### src/rtl/lec_pkg.sv
package lec_pkg;
  localparam int ADDR_W   = 3;
  localparam int DATA_W   = 8;
  localparam int BV_W     = 16;
  localparam int CRC_W    = 10;
  localparam int NFLAG    = 4;

  localparam logic [ADDR_W-1:0] A_BV_LO   = 3'd0;
  localparam logic [ADDR_W-1:0] A_BV_HI   = 3'd1;
  localparam logic [ADDR_W-1:0] A_CRC_LO  = 3'd2;
  localparam logic [ADDR_W-1:0] A_CRC_HI  = 3'd3;
  localparam logic [ADDR_W-1:0] A_FLAGS   = 3'd4;
  localparam logic [ADDR_W-1:0] A_MASK    = 3'd5;

  localparam int F_BV_TOG  = 0;
  localparam int F_BV_WRAP = 1;
  localparam int F_CRC_TOG = 2;
  localparam int F_CRC_WRAP = 3;
endpackage

### src/rtl/lec_counter.sv
module lec_counter #(
  parameter int CW = 16
) (
  input  logic          clk,
  input  logic          rst_n,
  input  logic          evt,
  input  logic          wr_lo,
  input  logic          wr_hi,
  input  logic          rd_lo,
  input  logic [7:0]    lo_wdata,
  input  logic [CW-9:0] hi_wdata,
  output logic [CW-1:0] count,
  output logic [7:0]    hi_snap,
  output logic          tog_pulse,
  output logic          wrap_pulse
);
  localparam int HW = CW - 8;

  logic [7:0] stage;
  logic [7:0] hi_ext;
  logic       bump;

  // an increment is lost when software commits a value the same cycle
  assign bump       = evt && !wr_hi;
  assign tog_pulse  = bump;
  assign wrap_pulse = bump && (&count);

  always_comb begin
    hi_ext = '0;
    hi_ext[HW-1:0] = count[CW-1:8];
  end

  always_ff @(posedge clk) begin
    if (!rst_n) begin
      count   <= '0;
      stage   <= '0;
      hi_snap <= '0;
    end else begin
      if (wr_lo) stage <= lo_wdata;
      if (wr_hi)     count <= {hi_wdata, stage};
      else if (bump) count <= count + 1'b1;
      if (rd_lo) hi_snap <= hi_ext;
    end
  end
endmodule

### src/rtl/lec_irq.sv
module lec_irq #(
  parameter int N = 4
) (
  input  logic         clk,
  input  logic         rst_n,
  input  logic [N-1:0] set_in,
  input  logic         clr_wr,
  input  logic         mask_wr,
  input  logic [N-1:0] wdata,
  output logic [N-1:0] flags,
  output logic [N-1:0] mask,
  output logic         irq
);
  logic [N-1:0] clr_bits;

  assign clr_bits = clr_wr ? wdata : '0;
  assign irq      = |(flags & mask);

  generate
    for (genvar i = 0; i < N; i++) begin : g_flag
      always_ff @(posedge clk) begin
        if (!rst_n)           flags[i] <= 1'b0;
        else if (set_in[i])   flags[i] <= 1'b1;
        else if (clr_bits[i]) flags[i] <= 1'b0;
      end
    end
  endgenerate

  always_ff @(posedge clk) begin
    if (!rst_n)       mask <= '0;
    else if (mask_wr) mask <= wdata;
  end
endmodule

### src/rtl/line_err_counters.sv
module line_err_counters
  import lec_pkg::*;
(
  input  logic              clk,
  input  logic              rst_n,
  input  logic              bv_err,
  input  logic              crc_err,
  input  logic              reg_wr,
  input  logic              reg_rd,
  input  logic [ADDR_W-1:0] reg_addr,
  input  logic [DATA_W-1:0] reg_wdata,
  output logic [DATA_W-1:0] reg_rdata,
  output logic              irq
);
  localparam int BV_HW  = BV_W - 8;
  localparam int CRC_HW = CRC_W - 8;

  logic [BV_W-1:0]  bv_count;
  logic [CRC_W-1:0] crc_count;
  logic [7:0]       bv_snap, crc_snap;
  logic             bv_tog, bv_wrap, crc_tog, crc_wrap;
  logic [NFLAG-1:0] flags, mask, set_vec;
  logic [DATA_W-1:0] rd_mux;

  function automatic logic hit(input logic strobe, input logic [ADDR_W-1:0] a,
                               input logic [ADDR_W-1:0] want);
    return strobe && (a == want);
  endfunction

  lec_counter #(.CW(BV_W)) u_bv (
    .clk(clk), .rst_n(rst_n), .evt(bv_err),
    .wr_lo(hit(reg_wr, reg_addr, A_BV_LO)),
    .wr_hi(hit(reg_wr, reg_addr, A_BV_HI)),
    .rd_lo(hit(reg_rd, reg_addr, A_BV_LO)),
    .lo_wdata(reg_wdata), .hi_wdata(reg_wdata[BV_HW-1:0]),
    .count(bv_count), .hi_snap(bv_snap),
    .tog_pulse(bv_tog), .wrap_pulse(bv_wrap)
  );

  lec_counter #(.CW(CRC_W)) u_crc (
    .clk(clk), .rst_n(rst_n), .evt(crc_err),
    .wr_lo(hit(reg_wr, reg_addr, A_CRC_LO)),
    .wr_hi(hit(reg_wr, reg_addr, A_CRC_HI)),
    .rd_lo(hit(reg_rd, reg_addr, A_CRC_LO)),
    .lo_wdata(reg_wdata), .hi_wdata(reg_wdata[CRC_HW-1:0]),
    .count(crc_count), .hi_snap(crc_snap),
    .tog_pulse(crc_tog), .wrap_pulse(crc_wrap)
  );

  always_comb begin
    set_vec = '0;
    set_vec[F_BV_TOG]   = bv_tog;
    set_vec[F_BV_WRAP]  = bv_wrap;
    set_vec[F_CRC_TOG]  = crc_tog;
    set_vec[F_CRC_WRAP] = crc_wrap;
  end

  lec_irq #(.N(NFLAG)) u_irq (
    .clk(clk), .rst_n(rst_n), .set_in(set_vec),
    .clr_wr(hit(reg_wr, reg_addr, A_FLAGS)),
    .mask_wr(hit(reg_wr, reg_addr, A_MASK)),
    .wdata(reg_wdata[NFLAG-1:0]),
    .flags(flags), .mask(mask), .irq(irq)
  );

  always_comb begin
    rd_mux = '0;
    case (reg_addr)
      A_BV_LO:  rd_mux = bv_count[7:0];
      A_BV_HI:  rd_mux = bv_snap;
      A_CRC_LO: rd_mux = crc_count[7:0];
      A_CRC_HI: rd_mux = crc_snap;
      A_FLAGS:  rd_mux[NFLAG-1:0] = flags;
      A_MASK:   rd_mux[NFLAG-1:0] = mask;
      default:  rd_mux = '0;
    endcase
  end

  always_ff @(posedge clk) begin
    if (!rst_n)      reg_rdata <= '0;
    else if (reg_rd) reg_rdata <= rd_mux;
  end
endmodule

### config.mk
export PLATFORM = sky130hd
export DESIGN_NAME = line_err_counters
export DESIGN_NICKNAME = d
export VERILOG_FILES = /design/src/rtl/lec_pkg.sv /design/src/rtl/lec_counter.sv /design/src/rtl/lec_irq.sv /design/src/rtl/line_err_counters.sv
export SDC_FILE = /design/constraint.sdc
export NUM_CORES = 1
export LEC_CHECK = 0
export BUFFER_PORTS_ARGS = -buffer_cell sky130_fd_sc_hd__buf_2
export CAP_MARGIN = 40
export CORE_MARGIN = 8
export CORE_UTILIZATION = 48
export CTS_CLUSTER_DIAMETER = 60
export CTS_CLUSTER_SIZE = 16
export DETAILED_ROUTE_END_ITERATION = 7
export PLACE_DENSITY_LB_ADDON = 0.2
export RECOVER_POWER = 25
export SLEW_MARGIN = 30
export SYNTH_ARGS = -nofsm -noshare
export SYNTH_HDL_FRONTEND = slang
export SYNTH_SLANG_ARGS = --single-unit
### constraint.sdc
create_clock -name clk -period 2.3 [get_ports clk]
set_input_delay 0.115 -clock clk [delete_from_list [all_inputs] [get_ports clk]]
set_output_delay 0.115 -clock clk [all_outputs]
set_load 0.005 [all_outputs]
After elaboration in Yosys (flattened, before gate mapping)
Index checks and enable logic that the tools add are counted.
Operators by class
  add/sub/neg operators: 2
  equal/unequal tests: 5
  mux-type cells: 15
  bitwise operators: 1
  reductions and logical operators: 24
Operator list (count)
  16-bit 2-to-1 mux: 2
  4-bit one-hot mux with 6 select lines: 1
  10-bit 2-to-1 mux: 2
  16-bit by 1-bit adder with 16-bit output (second input constant): 1
  16-bit AND reduction: 1
  1-bit logical AND: 12
  4-bit one-hot mux with 3 select lines: 1
  2-bit nonzero test: 6
  10-bit by 1-bit adder with 10-bit output (second input constant): 1
  10-bit AND reduction: 1
  1-bit 2-to-1 mux: 8
  3-bit by 2-bit == test with 1-bit output (second input constant): 2
  3-bit == test (second input constant): 2
  4-bit AND: 1
  4-bit 2-to-1 mux: 1
  4-bit OR reduction: 1
  3-bit by 1-bit == test with 1-bit output (second input constant): 1
  3-bit zero test: 1
  1-bit zero test: 2
Storage, ports and cells
  register bits after elaboration: 68
  input bits: 17
  output and inout bits: 9
  word-level logic and storage cells: 59

Logic depth before layout (Yosys ltp)
Gate-level depths: netlist of the first run.
  depth in word-level cells: 6
  gate-level depth with buffers: 6
  depth with buffers taken out: 5

Cells and area by module
A second synthesis of the first run with hierarchy kept.
Second synthesis, totals
  cell total of the unflattened synthesis: 387
  area, all modules: 3548.4 um^2
Modules (own cells, without submodules)
  lec_counter (u_bv): times used 1, cells an instance 155, area each 1472.7 um^2, sequential area each 640.6 um^2
  lec_counter (u_crc): times used 1, cells an instance 117, area each 1057.3 um^2, sequential area each 400.4 um^2
  line_err_counters: times used 1, cells an instance 83, area each 703.2 um^2, sequential area each 160.2 um^2
  lec_irq: times used 1, cells an instance 32, area each 315.3 um^2, sequential area each 160.2 um^2

Worst setup path before layout of the first run
OpenSTA, ideal clock, no wires.
  path kind: reg-to-reg
  start: register u_bv.count[5]
  end: register u_bv.count[15]
  setup time: 0.074 ns
  data arrival time: 1.375 ns
  data required time: 2.226 ns
  setup slack: 0.851 ns
  stages on the path, launching flop included: 5
  buffers on the path: 0
  period minus slack after synthesis: 1.449 ns
  cells stage by stage: dfxtp_1 > nand4_4 > nor4_4 > or3b_1 > a31oi_1
On the way
  cells in the longest elaborated chain, start to end: 3
Ends and longest elaborated chain
  start: declaration: RTL line lec_counter.sv:12  | output logic [CW-1:0] count,
  start signal: assignment: RTL line lec_counter.sv:40  | if (wr_hi) count <= {hi_wdata, stage};
  start signal: assignment: RTL line lec_counter.sv:41  | else if (bump) count <= count + 1'b1;
  16-bit by 1-bit adder with 16-bit output: RTL line lec_counter.sv:41
  16-bit 2-to-1 mux: RTL line lec_counter.sv:41
  16-bit 2-to-1 mux: RTL line lec_counter.sv:40
Every way passes these cells. The select of a mux whose other input is x is not followed.
A chain may end at the register's enable or synchronous reset.

Final worst setup path of the first run
  start: register u_bv.count[1]
  end: register u_bv.count[10]
Same word-level chain as after synthesis.

==> results.py, run 1 <==
metrics = {
    "global_route": {
        "grt_usage_pct": 16.73,
        "antenna_found_initial": 0,
        "grt_max_degree": 42,
        "overflow": 0,
        "grt_pass1_vias": 2563,
        "grt_pass1_wl_um": 12880,
    },
    "die": {
        "coreArea_um2": 6756,
        "io_pins": 26,
        "die_y_um": 99.10,
        "initial_core_util_pct": 49.06,
        "die-area_um2": 9820,
        "die_x_um": 99.10,
        "rows": 30,
    },
    "min_path": {
        "hold_path.class": "in -> reg",
        "min_path_cells": 3,
        "holdPathEnd": "u_bv.stage[4]$_SDFFE_PN0P_",
        "min_from": "reg_wdata[4]",
    },
    "yosys": {
        "synth_edf_count": 0,
        "synth_area_leader_cell": "dfxtp_1",
        "postSynthCellCount": 370,
        "syn_area_per_cell_um2": 8.958,
        "synth-compound-area-share_pct": 19.33,
        "synthMuxAreaShare_pct": 8.532,
        "synth_top_area_share_pct": 41.07,
        "synth_top_family_by_area": "simple AND/OR/NAND/NOR gates",
        "syn_nets": 389,
        "yosys.area_share.simple_pct": 21.33,
        "synth-xor-area-share_pct": 5.285,
        "yosys.cell_types.count": 44,
        "synth-seq-area-share_pct": 41.07,
        "ys_seq_elements": 68,
        "synthTopCellsByArea": "dfxtp_1 (41%), mux2i_1 (7.9%), nand2_1 (6.1%)",
        "netlist_area_um2": 3314,
        "async_reset_ff_share_pct": 0,
        "synthAdderAreaFrac_pct": 0.7550,
        "ys_warn_count": 0,
        "synth-main-ff-cell": "dfxtp_1",
    },
    "drt": {
        "ant_nets": 0,
        "vias": 2706,
        "drt_iter0_drc": 130,
        "drc": 0,
        "routed_wl_um": 7914,
        "firstDrtPassIters": 4,
        "routedWlPerCell_um": 16.66,
        "vias_per_cell": 5.697,
    },
    "timing": {
        "rsz0062_at_grt": "false",
        "setup_viol": 0,
        "worst_hold_slack_ps": 48.25,
        "slew_headroom_pct": 39.58,
        "finalSetupTns_ps": 0,
        "worstMarginPinSlew_ps": 906.2,
        "post-route-period-util_pct": 70.24,
        "hold_violations": 0,
        "fmax_mhz": 619.0,
        "fin_crit_ps": 1616,
        "clock_skew_ps": 6.291,
        "slew_viol_final": 0,
    },
    "power_and_ir_drop": {
        "power.density_nw_per_um2": 668.8,
        "clkPwrFrac_pct": 40.3,
        "p_leak_uw": 0.001364,
        "p_int_uw": 1838,
        "ir_worst_vdd_v": 0.0003683,
        "p_sw_uw": 632.5,
        "seqPwrFrac_pct": 50.9,
        "switching_share_pct": 25.61,
        "comb_power_share_pct": 8.8,
    },
    "final_layout": {
        "drive_gt1_share_pct": 13.42,
        "fin_area_um2": 3694,
        "fillers": 648,
        "syn_to_final_growth_pct": 11.44,
        "insertedDiodeCount": 0,
        "nets": 409,
    },
    "critical_path": {
        "critPathMaxFanout": 5,
        "cp-end-kind": "flop",
        "reg2reg_from": "u_bv.count[1]$_SDFFE_PN0P_",
        "reg2reg_slack_ps": 680,
        "reg2reg_depth": 5,
        "criticalPathCategory": "reg -> reg",
        "critPathRequiredTime_ps": 2520,
        "cp.arrival_ps": 1840,
        "startpoint_type": "flop",
        "reg2reg_to": "u_bv.count[10]$_SDFFE_PN0P_",
    },
    "clock_tree": {
        "cts_resized": 0,
        "cts_buffers": 9,
        "cts_tree": "done",
        "clk_path_buf_depth": 2,
        "h-tree-depth": 3,
        "cts-root-buf": "clkbuf_8",
        "cts_setup_buffers": 0,
        "insertion_delay_ps": 350,
        "cts.sinks": 68,
        "clk_pin_slew_worst_paths_ps": 80,
        "ctsHoldBuffers": 0,
    },
    "placement": {
        "dp_hpwl_um": 5678,
        "place_area_um2": 3503,
        "io_buffers": 25,
        "routabilityCongestion": 0.8692,
    },
    "job": {
        "cap_violations": 0,
    },
    "outcome": {
        "outcome": "complete, no violations",
    },
}
-- flip-flops by register name, summed over array words and instances, names as in the netlist --
| name | cells |
|---|---|
| reg_rdata | 8 |
| u_bv.count | 16 |
| u_bv.hi_snap | 8 |
| u_bv.stage | 8 |
| u_crc.count | 10 |
| u_crc.hi_snap | 2 |
| u_crc.stage | 8 |
| u_irq.flags | 4 |
| u_irq.mask | 4 |
-- power by group through the flow --
stage | Sequential [uW] | Clock (uW) | Combinational [uW]
floorplan | 1270 | 0 | 155
global placement | 1280 | 0 | 216
detailed placement | 1280 | 0 | 219
CTS | 1260 | 1020 | 220
global route | 1260 | 1080 | 245
finish | 1260 | 996 | 217
-- routing by layer --
layer  up-vias  global-route usage, %  wire length [um]  part of all wire, %
met5         -                      0                 0                    0
met4         0                  7.567               124                  1.6
met2        55                  25.52              3556                   45
met1      1272                  21.57              3817                   48
met3         8                  4.469               415                  5.2
li1       1371                      -                 -                    -
-- cell families (layout without fill, tap and decap cells) --
kind of cell,after synthesis,in the layout
fa+ha+maj,2,2
mux,28,28
buf+inv,30,55
xor+xnor,20,20
compound gates,92,92
simple gates,130,130
flops,68,68
-- cell usage after synthesis, types with 3 or more instances --
cell	instances
dfxtp_1	68
nand2_1	54
mux2i_1	26
nor2b_1	24
o21ai_0	20
clkbuf_1	19
a21oi_1	18
a21boi_0	17
xnor2_1	12
nor3_1	11
a22oi_1	10
nand4_1	9
o211a_1	8
xor2_1	8
nand3_1	6
buf_2	5
inv_1	5
a2bb2oi_1	4
nand2b_1	4
nor4_1	4
o2bb2ai_1	4
nor2_1	3
or3_1	3
-- cells in the final DEF, fill, tap and decap left out, drive strengths merged, types with 2 or more instances in the layout --
| cell | instances |
|---|---|
| dfxtp | 68 |
| nand2 | 54 |
| buf | 27 |
| mux2i | 26 |
| nor2b | 24 |
| o21ai | 20 |
| a21oi | 18 |
| a21boi | 17 |
| clkbuf | 17 |
| xnor2 | 12 |
| nor3 | 11 |
| a22oi | 10 |
| nand4 | 10 |
| xor2 | 8 |
| o211a | 8 |
| nand3 | 8 |
| inv | 5 |
| nor4 | 5 |
| o2bb2ai | 4 |
| a2bb2oi | 4 |
| nand2b | 4 |
| nor2 | 3 |
| or3 | 3 |
| clkinv | 3 |
| nor3b | 2 |
| mux2 | 2 |
| a221oi | 2 |
| o31ai | 2 |
| o221a | 2 |
| ha | 2 |
| clkinvlp | 2 |
-- worst max-delay path, cell delays in order, from the launching register on --
cell and delay [ps]:
dfxtp_1 430, ha_1 250, nand2_1 130, nor4_1 440
xnor2_1 170, a21oi_1 80
-- how the worst max path moves through the flow --
stage	slack, ps	to	cells after the start	from
after floorplan	850	u_bv.count[15]$_SDFFE_PN0P_	4	u_bv.count[5]$_SDFFE_PN0P_
after detailed placement	680	u_irq.flags[1]$_SDFFE_PN0P_	5	u_bv.count[1]$_SDFFE_PN0P_
after global placement	760	u_bv.count[10]$_SDFFE_PN0P_	5	u_bv.count[0]$_SDFFE_PN0P_
final	680	u_bv.count[10]$_SDFFE_PN0P_	5	u_bv.count[1]$_SDFFE_PN0P_
after CTS	660	u_irq.flags[1]$_SDFFE_PN0P_	5	u_bv.count[0]$_SDFFE_PN0P_
after global routing	420	u_irq.flags[1]$_SDFFE_PN0P_	5	u_bv.count[0]$_SDFFE_PN0P_
-- through the flow --
stage	instances	power [uW]	setup slack, ps	utilization (%)
6_report	475	2470	684.5	54.67
3_3_place_gp	459	1499	757.8	51.85
3_5_place_dp	459	1503	675.2	51.85
2_1_floorplan	370	1427	850.7	-
4_1_cts	475	2497	659.1	54.83
5_1_grt	475	2585	423.5	54.67
-- area by class of cell --
type | count | area (um2) | share of cell area (%)
Inverter | 5 | 18.77 | 0.5081
Sequential cell | 68 | 1361 | 36.86
Tap cell | 80 | 100.1 | 2.710
Clock inverter | 6 | 63.81 | 1.728
Multi-Input combinational cell | 272 | 1831 | 49.56
Clock buffer | 10 | 137.6 | 3.726
Timing Repair Buffer | 34 | 181.4 | 4.912
(Power assumes the default switching activity.)
==> run 2, diff against run 1 <==
--- a/config.mk
+++ b/config.mk
@@ -5,6 +5,7 @@
 export SDC_FILE = /design/constraint.sdc
 export NUM_CORES = 1
 export LEC_CHECK = 0
+export ABC_AREA = 1
 export BUFFER_PORTS_ARGS = -buffer_cell sky130_fd_sc_hd__buf_2
 export CAP_MARGIN = 40
 export CORE_MARGIN = 8
==> constraint.sdc (replaced) <==
create_clock -name clk -period 1.61 [get_ports clk]
set_input_delay 0.0805 -clock clk [delete_from_list [all_inputs] [get_ports clk]]
set_output_delay 0.0805 -clock clk [all_outputs]
set_load 0.005 [all_outputs]
==> run 2 against run 1 <==
Net effect: area after synthesis rose by 5.4%; die area rose by 4.6%; total power rose by 34%; critical endpoint is now u_bv.count[6]$_SDFFE_PN0P_; largest power group unchanged.
==> results.py, run 2 <==
metrics = {
    "outcome": {
        "outcome": "complete, no violations",
    },
    "yosys": {
        "synth_top_area_share_pct": 38.95,
        "synthTopCellsByArea": "dfxtp_1 (39%), nand2_1 (13%), a21oi_1 (8.0%)",
        "netlist_area_um2": 3495,
        "ys_warn_count": 0,
        "synth.most_common_cell": "nand2_1",
        "syn_nets": 545,
        "ys_seq_elements": 68,
        "async_reset_ff_share_pct": 0,
        "postSynthCellCount": 526,
        "synth_area_leader_cell": "dfxtp_1",
        "synth_edf_count": 0,
        "synth-main-ff-cell": "dfxtp_1",
        "synth-seq-area-share_pct": 38.95,
        "yosys.cell_types.count": 30,
        "syn_area_per_cell_um2": 6.644,
        "synth_commonest_cells": "nand2_1 (121), dfxtp_1 (68), nor2_1 (62)",
    },
    "timing": {
        "rsz0062_at_grt": "false",
        "slew_headroom_pct": 70.65,
        "hold_violations": 0,
        "post-route-period-util_pct": 90.59,
        "slew_viol_final": 0,
        "fin_crit_ps": 1459,
        "worstMarginPinSlew_ps": 440.3,
        "fin_ws_ps": 151.4,
        "clock_skew_ps": 6.432,
        "fmax_mhz": 685.6,
        "setup_viol": 0,
        "worst_hold_slack_ps": 16.13,
        "finalSetupTns_ps": 0,
    },
    "critical_path": {
        "critPathSlowestCell": "dfxtp_1",
        "critPathRequiredTime_ps": 1830,
        "crit_path_frequent_cell": "nor2_1",
        "cp_num_buf_inv": 0,
        "cp_top_family": "simple AND/OR/NAND/NOR gates",
        "cp.arrival_ps": 1680,
        "reg2reg_depth": 7,
        "startpoint_type": "flop",
        "cp-end-kind": "flop",
        "max_stage_delay_ps": 380,
        "criticalPathCategory": "reg -> reg",
        "path_cells": "ha_1 > nand3_1 > nor2_2 > xor2_1 > nor2_1 > nor2_1 > nor2_1",
        "worstSetupPathDepth": 7,
        "critPathMaxFanout": 5,
    },
    "die": {
        "die_y_um": 101.3,
        "die-area_um2": 10270,
        "initial_core_util_pct": 48.97,
        "io_pins": 26,
        "die_x_um": 101.3,
        "coreArea_um2": 7137,
        "rows": 31,
    },
    "final_layout": {
        "top_regs": "u_bv.count (16), u_crc.count (10)",
        "fillers": 769,
        "final_cell_mix": "nand2_1 (122), dfxtp_1 (68), nor2_1 (63), inv_1 (60)",
        "largest_register": "u_bv.count",
        "nets": 576,
        "ff_latch_area_um2": 1361,
        "largest_reg_flops": 16,
        "syn_to_final_growth_pct": 10.71,
        "insertedDiodeCount": 0,
        "drive_gt1_share_pct": 10.32,
        "final_common_cell": "nand2_1",
        "multi_input_area_um2": 1782,
    },
    "clock_tree": {
        "clk_pin_slew_worst_paths_ps": 70,
        "insertion_delay_ps": 340,
        "cts.sinks": 68,
        "cts_resized": 0,
        "h-tree-depth": 3,
        "cts_setup_buffers": 0,
        "cts_buffers": 9,
        "clk_path_buf_depth": 2,
        "cts_tree": "done",
        "ctsHoldBuffers": 0,
        "cts-root-buf": "clkbuf_8",
    },
    "power_and_ir_drop": {
        "power.density_nw_per_um2": 853.9,
        "ir_worst_vdd_v": 0.0004819,
        "p_leak_uw": 0.001505,
    },
    "drt": {
        "vias_per_cell": 5.280,
        "vias": 3490,
        "firstDrtPassIters": 5,
        "drc": 0,
        "ant_nets": 0,
        "routed_wl_um": 9776,
        "routedWlPerCell_um": 14.79,
        "drt_iter0_drc": 315,
    },
    "min_path": {
        "min_path_cells": 3,
        "hold_path.class": "in -> reg",
    },
    "job": {
        "cap_violations": 0,
    },
    "placement": {
        "dp_slack_ps": 113.1,
        "io_buffers": 25,
        "routabilityCongestion": 0.8617,
        "dp_hpwl_um": 7163,
    },
    "global_route": {
        "grt_max_degree": 36,
        "grt_pass1_vias": 3239,
        "overflow": 0,
        "grt_usage_pct": 19.91,
        "antenna_found_initial": 0,
        "grt_pass1_wl_um": 15920,
    },
}
==> run 2: cell count changes in the layout (fill, tap and decap cells not counted), moves of 26 or more <==
cell     delta
o21ai_0    +36
mux2i_1    -26
nor2_1     +60
nand2_1    +68
nand3_1    +39
a21oi_1    +38
inv_1      +55
==> run 2: cell type report <==
| type | count | area share, % |
|---|---|---|
| clock inverters | 5 | 0.7115 |
| multi-input cells | 378 | 46.05 |
| clock buffers | 11 | 3.655 |
| inverters | 65 | 6.307 |
| well taps | 99 | 3.202 |
| flip-flops and latches | 68 | 35.19 |
| repair buffers | 35 | 4.884 |
==> run 2: power by group <==
group / switching [uW] / leakage (uW) / total, uW / internal [uW]
logic: 211 / 0.000864 / 301 / 89.6
clock network: 646 / 0.0000889 / 1240 / 590
registers: 36.1 / 0.000552 / 1770 / 1730
==> run 2: cell families after synthesis <==
kind of cell | share of synthesized area, %
AND/OR/NAND/NOR | 30.76
AO/OA/AOI/OAI | 17.69
buffers and inverters | 9.631
flip-flops | 38.95
XOR/XNOR | 2.256
adder cells (fa/ha/maj) | 0.7160
==> run 2: final timing paths <==
path	end	start	slack, ps
worst max register to register	u_bv.count[6]$_SDFFE_PN0P_	u_bv.count[0]$_SDFFE_PN0P_	150
worst min-delay path	u_crc.stage[4]$_SDFFE_PN0P_	reg_wdata[4]	20
worst max-delay path	u_bv.count[6]$_SDFFE_PN0P_	u_bv.count[0]$_SDFFE_PN0P_	150
worst min register to register	reg_rdata[3]$_SDFFE_PN0P_	reg_rdata[3]$_SDFFE_PN0P_	460
==> run 2: metrics by stage <==
| step | area (um2) | std cells | utilization (%) | total power, uW |
|---|---|---|---|---|
| floorplan | 3495 | 526 | - | 1990 |
| global placement | 3726 | 645 | 52.21 | 2102 |
| detailed placement | 3726 | 645 | 52.21 | 2107 |
| CTS | 3895 | 661 | 54.58 | 3321 |
| global route | 3869 | 661 | 54.21 | 3444 |
| finish | 3869 | 661 | 54.21 | 3304 |
==> run 2: tightest hold or removal path: stages <==
cell	delay (ps)
buf_2	110
nor2_1	50
nor2_1	90
==> run 2: per-layer routing <==
layer | GRT usage (%) | routed length, um | up-vias
met1 | 27.30 | 4811 | 1599
met5 | 0 | 0 | -
met3 | 4.467 | 590 | 11
met4 | 6.873 | 132 | 0
li1 | - | - | 1763
met2 | 29.86 | 4241 | 117
